==> config.mk <==
export PLATFORM = sky130hd
export DESIGN_NAME = pc_sequencer
export DESIGN_NICKNAME = d
export VERILOG_FILES = /design/src/rtl/pc_seq_pkg.sv /design/src/rtl/pc_flow_arb.sv /design/src/rtl/pc_ret_stack.sv /design/src/rtl/pc_sequencer.sv
export SDC_FILE = /design/constraint.sdc
export NUM_CORES = 1
export LEC_CHECK = 0
export BUFFER_PORTS_ARGS = -buffer_cell sky130_fd_sc_hd__buf_2
export CAP_MARGIN = 20
export CORE_ASPECT_RATIO = 2
export CORE_MARGIN = 1.5
export CORE_UTILIZATION = 25
export DETAILED_ROUTE_END_ITERATION = 8
export HOLD_SLACK_MARGIN = 0.15
export SLEW_MARGIN = 30
export SYNTH_ARGS = -nofsm -noshare
export SYNTH_HDL_FRONTEND = slang
export SYNTH_SLANG_ARGS = --single-unit
==> constraint.sdc <==
create_clock -name clk -period 6.78 [get_ports clk]
set_clock_uncertainty 0.2 [all_clocks]
set_input_delay 1.356 -clock clk [delete_from_list [all_inputs] [get_ports clk]]
set_output_delay 1.356 -clock clk [all_outputs]
set_load 0.01 [all_outputs]
==> src/rtl/pc_seq_pkg.sv <==
package pc_seq_pkg;
  localparam logic [1:0] CMD_STEP = 2'd0;
  localparam logic [1:0] CMD_JUMP = 2'd1;
  localparam logic [1:0] CMD_CALL = 2'd2;
  localparam logic [1:0] CMD_RET  = 2'd3;

  typedef enum logic [2:0] {
    ACT_HOLD,
    ACT_STEP,
    ACT_LOAD_TGT,
    ACT_LOAD_HI,
    ACT_LOAD_LO,
    ACT_POP,
    ACT_FAULT_OVF,
    ACT_FAULT_UNF
  } flow_act_e;
endpackage

==> src/rtl/pc_flow_arb.sv <==
module pc_flow_arb
  import pc_seq_pkg::*;
(
  input  logic       fetch_en,
  input  logic [1:0] cmd,
  input  logic       irq_hi,
  input  logic       irq_lo,
  input  logic       full,
  input  logic       empty,
  output flow_act_e  act,
  output logic       push,
  output logic       pop
);
  always_comb begin
    act  = ACT_HOLD;
    push = 1'b0;
    pop  = 1'b0;
    if (fetch_en) begin
      if (irq_hi || irq_lo) begin
        if (full) begin
          act = ACT_FAULT_OVF;
        end else begin
          act  = irq_hi ? ACT_LOAD_HI : ACT_LOAD_LO;
          push = 1'b1;
        end
      end else begin
        case (cmd)
          CMD_STEP: act = ACT_STEP;
          CMD_JUMP: act = ACT_LOAD_TGT;
          CMD_CALL: begin
            if (full) act = ACT_FAULT_OVF;
            else begin
              act  = ACT_LOAD_TGT;
              push = 1'b1;
            end
          end
          default: begin
            if (empty) act = ACT_FAULT_UNF;
            else begin
              act = ACT_POP;
              pop = 1'b1;
            end
          end
        endcase
      end
    end
  end
endmodule

==> src/rtl/pc_ret_stack.sv <==
module pc_ret_stack #(
  parameter int W     = 21,
  parameter int DEPTH = 31
) (
  input  logic         clk,
  input  logic         rst,
  input  logic         push,
  input  logic         pop,
  input  logic [W-1:0] wdata,
  output logic [W-1:0] rdata,
  output logic         full,
  output logic         empty
);
  localparam int SPW = $clog2(DEPTH + 1);
  localparam int IW  = (DEPTH > 1) ? $clog2(DEPTH) : 1;

  logic [W-1:0]   mem [DEPTH];
  logic [SPW-1:0] sp;
  logic [IW-1:0]  top_idx;
  logic [IW-1:0]  wr_idx;

  assign full    = (sp == SPW'(DEPTH));
  assign empty   = (sp == '0);
  assign top_idx = empty ? '0 : IW'(sp - 1'b1);
  assign wr_idx  = full ? '0 : IW'(sp);
  assign rdata   = mem[top_idx];

  always_ff @(posedge clk) begin
    if (push && !full) mem[wr_idx] <= wdata;
  end

  always_ff @(posedge clk) begin
    if (rst) begin
      sp <= '0;
    end else if (push && !full) begin
      sp <= sp + 1'b1;
    end else if (pop && !empty) begin
      sp <= sp - 1'b1;
    end
  end
endmodule

==> src/rtl/pc_sequencer.sv <==
module pc_sequencer
  import pc_seq_pkg::*;
#(
  parameter int          ADDR_W   = 21,
  parameter int          STK_DEPTH = 31,
  parameter logic [20:0] RST_VEC  = 21'h000000,
  parameter logic [20:0] HI_VEC   = 21'h000008,
  parameter logic [20:0] LO_VEC   = 21'h000018
) (
  input  logic              clk,
  input  logic              rst,
  input  logic              fetch_en,
  input  logic [1:0]        cmd,
  input  logic [ADDR_W-1:0] target,
  input  logic              irq_hi,
  input  logic              irq_lo,
  output logic [ADDR_W-1:0] fetch_addr,
  output logic              bubble,
  output logic              stk_full,
  output logic              stk_empty,
  output logic              stk_ovf,
  output logic              stk_unf
);
  flow_act_e         act;
  logic              push, pop;
  logic [ADDR_W-1:0] stk_top;
  logic [ADDR_W-1:0] pc_q, pc_d;
  logic              bub_q, bub_d;
  logic              ovf_q, unf_q;

  pc_flow_arb u_arb (
    .fetch_en (fetch_en),
    .cmd      (cmd),
    .irq_hi   (irq_hi),
    .irq_lo   (irq_lo),
    .full     (stk_full),
    .empty    (stk_empty),
    .act      (act),
    .push     (push),
    .pop      (pop)
  );

  pc_ret_stack #(.W(ADDR_W), .DEPTH(STK_DEPTH)) u_stk (
    .clk   (clk),
    .rst   (rst),
    .push  (push),
    .pop   (pop),
    .wdata (pc_q),
    .rdata (stk_top),
    .full  (stk_full),
    .empty (stk_empty)
  );

  always_comb begin
    pc_d  = pc_q;
    bub_d = bub_q;
    case (act)
      ACT_STEP:      begin pc_d = pc_q + 1'b1;          bub_d = 1'b0; end
      ACT_LOAD_TGT:  begin pc_d = target;               bub_d = 1'b1; end
      ACT_LOAD_HI:   begin pc_d = ADDR_W'(HI_VEC);      bub_d = 1'b1; end
      ACT_LOAD_LO:   begin pc_d = ADDR_W'(LO_VEC);      bub_d = 1'b1; end
      ACT_POP:       begin pc_d = stk_top;              bub_d = 1'b1; end
      ACT_FAULT_OVF,
      ACT_FAULT_UNF: bub_d = 1'b0;
      default:       ;
    endcase
  end

  always_ff @(posedge clk) begin
    if (rst) begin
      pc_q  <= ADDR_W'(RST_VEC);
      bub_q <= 1'b0;
      ovf_q <= 1'b0;
      unf_q <= 1'b0;
    end else begin
      pc_q  <= pc_d;
      bub_q <= bub_d;
      if (act == ACT_FAULT_OVF) ovf_q <= 1'b1;
      if (act == ACT_FAULT_UNF) unf_q <= 1'b1;
    end
  end

  assign fetch_addr = pc_q;
  assign bubble     = bub_q;
  assign stk_ovf    = ovf_q;
  assign stk_unf    = unf_q;
endmodule

Word-level counts from Yosys, hierarchy flattened
Memory sizes are Yosys's and may differ from the RTL's.
Cells that the tools add are included.
{"block": "totals", "regBits": 29, "latch_bits": 0, "mem_bits_rw": 651, "mem_bits_ro": 0, "inputBits": 28, "output_inout_bits": 26, "elab_cells": 55, "mem_count": 1}
{"name": "u_stk.mem", "depth": 31, "width": 21, "read_ports": 1, "rd_clocked_by_memory_dff": 0, "wr": 1, "line": "pc_ret_stack.sv:17", "source": "logic [W-1:0] mem [DEPTH];"}
{"block": "op_classes", "addsub": 3, "n_mul": 0, "div_mod_pow": 0, "magnitude_cmp": 0, "eq_ne": 10, "n_shift": 0, "n_mux": 23, "n_bitwise": 0, "n_reduce_logical": 13}
{"cell": "case mux 21 bit (5 select lines)", "n": 1}
{"cell": "adder 21 x 1 -> 21 bit, second input constant", "n": 1}
{"cell": "2-to-1 mux 5 bit", "n": 4}
{"cell": "2-to-1 mux 3 bit", "n": 5}
{"cell": "== test 3 bit, second input constant", "n": 4}
{"cell": "2-to-1 mux 1 bit", "n": 10}
{"cell": "case mux 3 bit (3 select lines)", "n": 1}
{"cell": "== test 3 x 2 -> 1 bit, second input constant", "n": 2}
{"cell": "OR reduction 3 bit", "n": 2}
{"cell": "adder 5 x 1 -> 5 bit, second input constant", "n": 1}
{"cell": "== test 5 bit, second input constant", "n": 1}
{"cell": "zero test 5 bit", "n": 1}
{"cell": "nonzero test 5 bit", "n": 1}
{"cell": "subtractor 5 x 1 -> 5 bit, second input constant", "n": 1}
{"cell": "nonzero test 2 bit", "n": 2}
{"cell": "OR reduction 4 bit", "n": 1}
{"cell": "== test 3 x 1 -> 1 bit, second input constant", "n": 1}
{"cell": "== test 2 x 1 -> 1 bit, second input constant", "n": 1}
{"cell": "== test 2 bit, second input constant", "n": 1}
{"cell": "logical AND 1 bit", "n": 2}
{"cell": "zero test 1 bit", "n": 2}
{"cell": "zero test 2 bit", "n": 1}
{"cell": "2-to-1 mux 2 bit", "n": 1}
{"cell": "case mux 1 bit (2 select lines)", "n": 1}
{"cell": "logical OR 1 bit", "n": 1}

Logic depth before layout (Yosys ltp)
{"block": "depth", "depth_word": 8, "ltp_mapped": 17, "mapped_depth_nobuf": 11}

Modules after synthesis
Synthesis repeated with hierarchy kept, for this count alone.
{"block": "unflattened", "cells_unflattened": 1996, "area_unflattened_um2": 28243.3}
{"module": "pc_ret_stack", "n_inst": 1, "cells_per_inst": 1736, "area_per_inst_um2": 26317.7, "seq_area_each_um2": 19648.8}
{"module": "pc_sequencer", "n_inst": 1, "cells_per_inst": 241, "area_per_inst_um2": 1798.0, "seq_area_each_um2": 480.5}
{"module": "pc_flow_arb", "n_inst": 1, "cells_per_inst": 19, "area_per_inst_um2": 127.6, "seq_area_each_um2": 0.0}

Worst setup path before layout
Ideal clock, no wire load.
{"block": "synth_path", "path_type": "input to register", "start": "input port irq_hi", "end": "memory u_stk.mem[8][0], enable pin", "setup_time_ns": 0.461, "t_arrival_ns": 4.496, "t_required_ns": 6.119, "slack_ns": 1.624, "cell_stages": 5, "path_buffers": 2, "path_cell_list": "buf_2 > o311a_1 > clkbuf_1 > nand2_1 > nor4b_1"}
{"block": "synth_via", "elab_chain_len": 6}
{"item": "start: declaration", "line": "pc_sequencer.sv:15", "source": "input logic irq_hi,"}
{"item": "logical OR 1 bit", "line": "pc_flow_arb.sv:19", "source": "if (irq_hi || irq_lo) begin"}
{"item": "2-to-1 mux 1 bit", "line": "pc_flow_arb.sv:19"}
{"item": "2-to-1 mux 1 bit", "line": "pc_flow_arb.sv:18", "source": "if (fetch_en) begin"}
{"item": "logical AND 1 bit", "line": "pc_ret_stack.sv:29", "source": "if (push && !full) mem[wr_idx] <= wdata;"}
{"item": "2-to-1 mux 1 bit", "line": "pc_ret_stack.sv:29"}
{"item": "2-to-1 mux 1 bit (implied by the code)", "line": "pc_ret_stack.sv:29"}
{"item": "end: declaration", "line": "pc_ret_stack.sv:17"}
No other way between the ends.

Worst setup path in the final report
{"block": "layout_path", "start": "register u_stk.sp[0]", "end": "register pc_q[11] (netlist: fetch_addr[11])"}
{"block": "layout_via", "elab_chain_len": 7, "elab_cells_between_ends": 18, "cone_classes": "add/sub: 1; eq/ne: 6; mux: 8; reduce/logical: 2; memory: 1"}
{"item": "start: declaration", "line": "pc_ret_stack.sv:18", "source": "logic [SPW-1:0] sp;"}
{"item": "start signal: assignment", "line": "pc_ret_stack.sv:36", "source": "sp <= sp + 1'b1;"}
{"item": "start signal: assignment", "line": "pc_ret_stack.sv:38", "source": "sp <= sp - 1'b1;"}
{"item": "branches (longest 7 deep; another with memory (31 x 21 bit))"}
{"item": "end signal: assignment", "line": "pc_sequencer.sv:71", "source": "pc_q <= ADDR_W'(RST_VEC);"}
{"item": "end signal: assignment", "line": "pc_sequencer.sv:76", "source": "pc_q <= pc_d;"}
{"item": "end: declaration", "line": "pc_sequencer.sv:27", "source": "logic [ADDR_W-1:0] pc_q, pc_d;"}
Several ways; the timed one is not identified.
A chain may end at the register's enable or synchronous reset.

==> results.ini <==
[sta]
finalHoldViolations=0
finalSetupTns_ns=0
worstMarginPinSlew_ns=1.021
final_max_slew_viol_count=0
period_share_pct=71.66
worst_slack_ns=1.921
period_needed_ns=4.859
relSlewSlack_pct=31.79
fin_hold_ws_ns=0.2943
setup_violations=0
rsz0062_at_grt=false
max_freq_ghz=0.2058

[logic_synthesis]
synthTopCellsByArea=edfxtp_1 (70%), mux2i_1 (3.6%), mux4_2 (3.2%)
async_flop_share_pct=0
synth_most_common_cell=edfxtp_1
postSynthCellCount=1838
syn-num-nets=1875
yosys_warnings=0
netlist_top_cells_count=edfxtp_1 (651), nand2_1 (220), a21oi_1 (148), mux2i_1 (100), nor2_1 (73)
ys_ff_latch=680
synth_top_area_share_pct=70.15
syn_area_um2=27870
syn_avg_cell_area_um2=15.16
yosysSeqAreaShare_pct=72.23
synth_area_leader_cell=edfxtp_1
synth_enable_flop_cells=651
synth_cell_type_count=84
ys.flop_type=edfxtp_1

[die]
die_w_um=239.1
std_cell_rows=173
core_area_um2=110800
die_area_um2=113600
initial_core_util_pct=25.15
dieHeight_um=475.2
io_pins=54

[clock_network]
clock_path_buffers=3
cts_root_buf=clkbuf_16
clk_latency_ns=0.61
cts_tree=built
ctsResizeCount=0
post_cts_buffers=0
clkSinkCount=680
postCtsHoldBufs=0
cts.clk_slew.worst_paths_ns=0.09
cts.htree.levels=2
cts_buffers=49

[place]
dp_hpwl_um=57710
gp_congestion=0.9288
io_buffer_count=53
post-place-ws_ns=1.818
placed_cell_area_um2=30110

[setup_path]
reg2reg_depth=9
arrival_ns=5.10
endpoint_kind=flip-flop
crit_start=u_stk.sp[0]$_SDFFE_PP0P_
critPathKind=reg2reg
r2r-start=u_stk.sp[0]$_SDFFE_PP0P_
required_ns=7.02
r2r-end=fetch_addr[11]$_SDFFE_PP0P_
path_max_fanout=28
worstSetupStartpointType=flip-flop
r2r_slack_ns=1.92

[cells_and_area]
multiInputGateArea_um2=7153
nNetsFinal=1939
syn_to_final_growth_pct=14.06
nFillCells=11234
drive_gt1_share_pct=16.84
fin_area_um2=31790
regArea_um2=20130

[power_and_ir_drop]
fin_total_pwr_mw=8.961
peakVddDrop_v=0.0001592
leakagePower_nw=9.954
cellPowerDensity_nw_per_um2=281.9

[routing]
wl_um=87180
wl_per_cell_um=25.42
viasPerCell=4.914
vias=16854
drt_iter0_markers=1432
ant_nets=0
dr.pass1.iters=5
drc=0

[hold_path]
hold_path_end=bubble$_SDFFE_PP0P_
hold_path_startpoint=bubble$_SDFFE_PP0P_
holdPathStages=2
hold_class=reg2reg

[global_routing]
grt_pass1_vias=17010
grt_max_degree=73
antenna_found_initial=9
grt_pass1_wl_um=124000
track_usage_pct=15.22
gr-total-overflow=0

[run]
drv_cap=0

[outcome]
status=finished, final reports clean

## cell usage in the layout (no fill, tap or decap), types with 8 or more instances in the layout
cell type,n
nand2_1,220
o21ai_0,45
a211o_1,8
o221ai_1,11
ha_1,8
dfxtp_1,28
o211ai_1,12
nor2_2,22
nor4_1,12
nor2_4,11
inv_1,19
clkbuf_16,50
a21oi_1,148
a211oi_1,59
nand3_1,31
mux2_2,19
buf_4,76
nor2_1,41
a22oi_1,16
a221oi_1,16
edfxtp_1,651
buf_2,53
nor3_1,19
mux4_2,39
clkbuf_1,11
mux2i_1,100
a31oi_1,28
o22ai_1,14
## stage by stage
step,cells,utilization (%)
after detailed placement,3338,27.17
after global routing,3430,28.68
after global placement,3338,27.16
after floorplan,1838,-
final,3430,28.68
after CTS,3429,28.68
## cell families after synthesis
kind of cell / count (synthesis) / synth area share (%)
and+or+nand+nor: 416 / 6.730
muxes: 158 / 7.511
DFF: 680 / 72.23
AOI/OAI and AO/OA: 429 / 10.19
buffers and inverters: 139 / 2.658
adders and majority gates: 9 / 0.4041
xor gates and xnor gates: 7 / 0.2739
## report_power, final
part           total (mW)  internal [mW]  leakage (nW)  switching, mW
clock network        3.16           1.67         0.804           1.48
logic                1.12          0.335          2.89          0.787
registers            4.68           4.65          6.26         0.0307
total                8.96           6.66          9.95           2.30
## state kept, by name, indices dropped and copies added (netlist names)
signal and count:
bubble 1, stk_ovf 1, u_stk.sp 5, u_stk.mem 651, fetch_addr 21, stk_unf 1
## critical path, stage by stage (launching register included)
cell,delay [ns]
dfxtp_4,0.71
ha_1,0.35
and3_1,0.21
ha_1,0.68
o21a_1,0.26
o21ai_2,0.15
nor3_1,0.66
nor2b_1,0.42
a2bb2oi_1,0.85
o32ai_1,0.21
## metal layers
metal / track usage [%] / vias to the layer above / routed length [um]
met1: 15.68 / 8569 / 29800
met4: 9.843 / 14 / 5574
met3: 2.509 / 244 / 5283
met5: 0 / - / 100
met2: 28.19 / 716 / 46420
li1: - / 7311 / -
## layout make-up
class	count	area share (%)
Clock buffer	64	4.196
Antenna cell	1	0.007873
Timing Repair Buffer	131	2.755
Clock inverter	27	1.079
Multi-Input combinational cell	1019	22.50
Tap cell	1487	5.853
Sequential cell	680	63.34
Inverter	21	0.2637
## worst max-delay path by stage
stage / to / slack [ns] / cells past startpoint
after detailed placement: fetch_addr[14]$_SDFFE_PP0P_ / 1.82 / 9
after global routing: fetch_addr[11]$_SDFFE_PP0P_ / 1.79 / 9
after floorplan: u_stk.mem[8][0]$_DFFE_PP_ / 1.62 / 5
after CTS: fetch_addr[16]$_SDFFE_PP0P_ / 2.06 / 9
final: fetch_addr[11]$_SDFFE_PP0P_ / 1.92 / 9
after global placement: fetch_addr[16]$_SDFFE_PP0P_ / 1.84 / 9
Note: power is estimated with default switching activity, not from simulation.
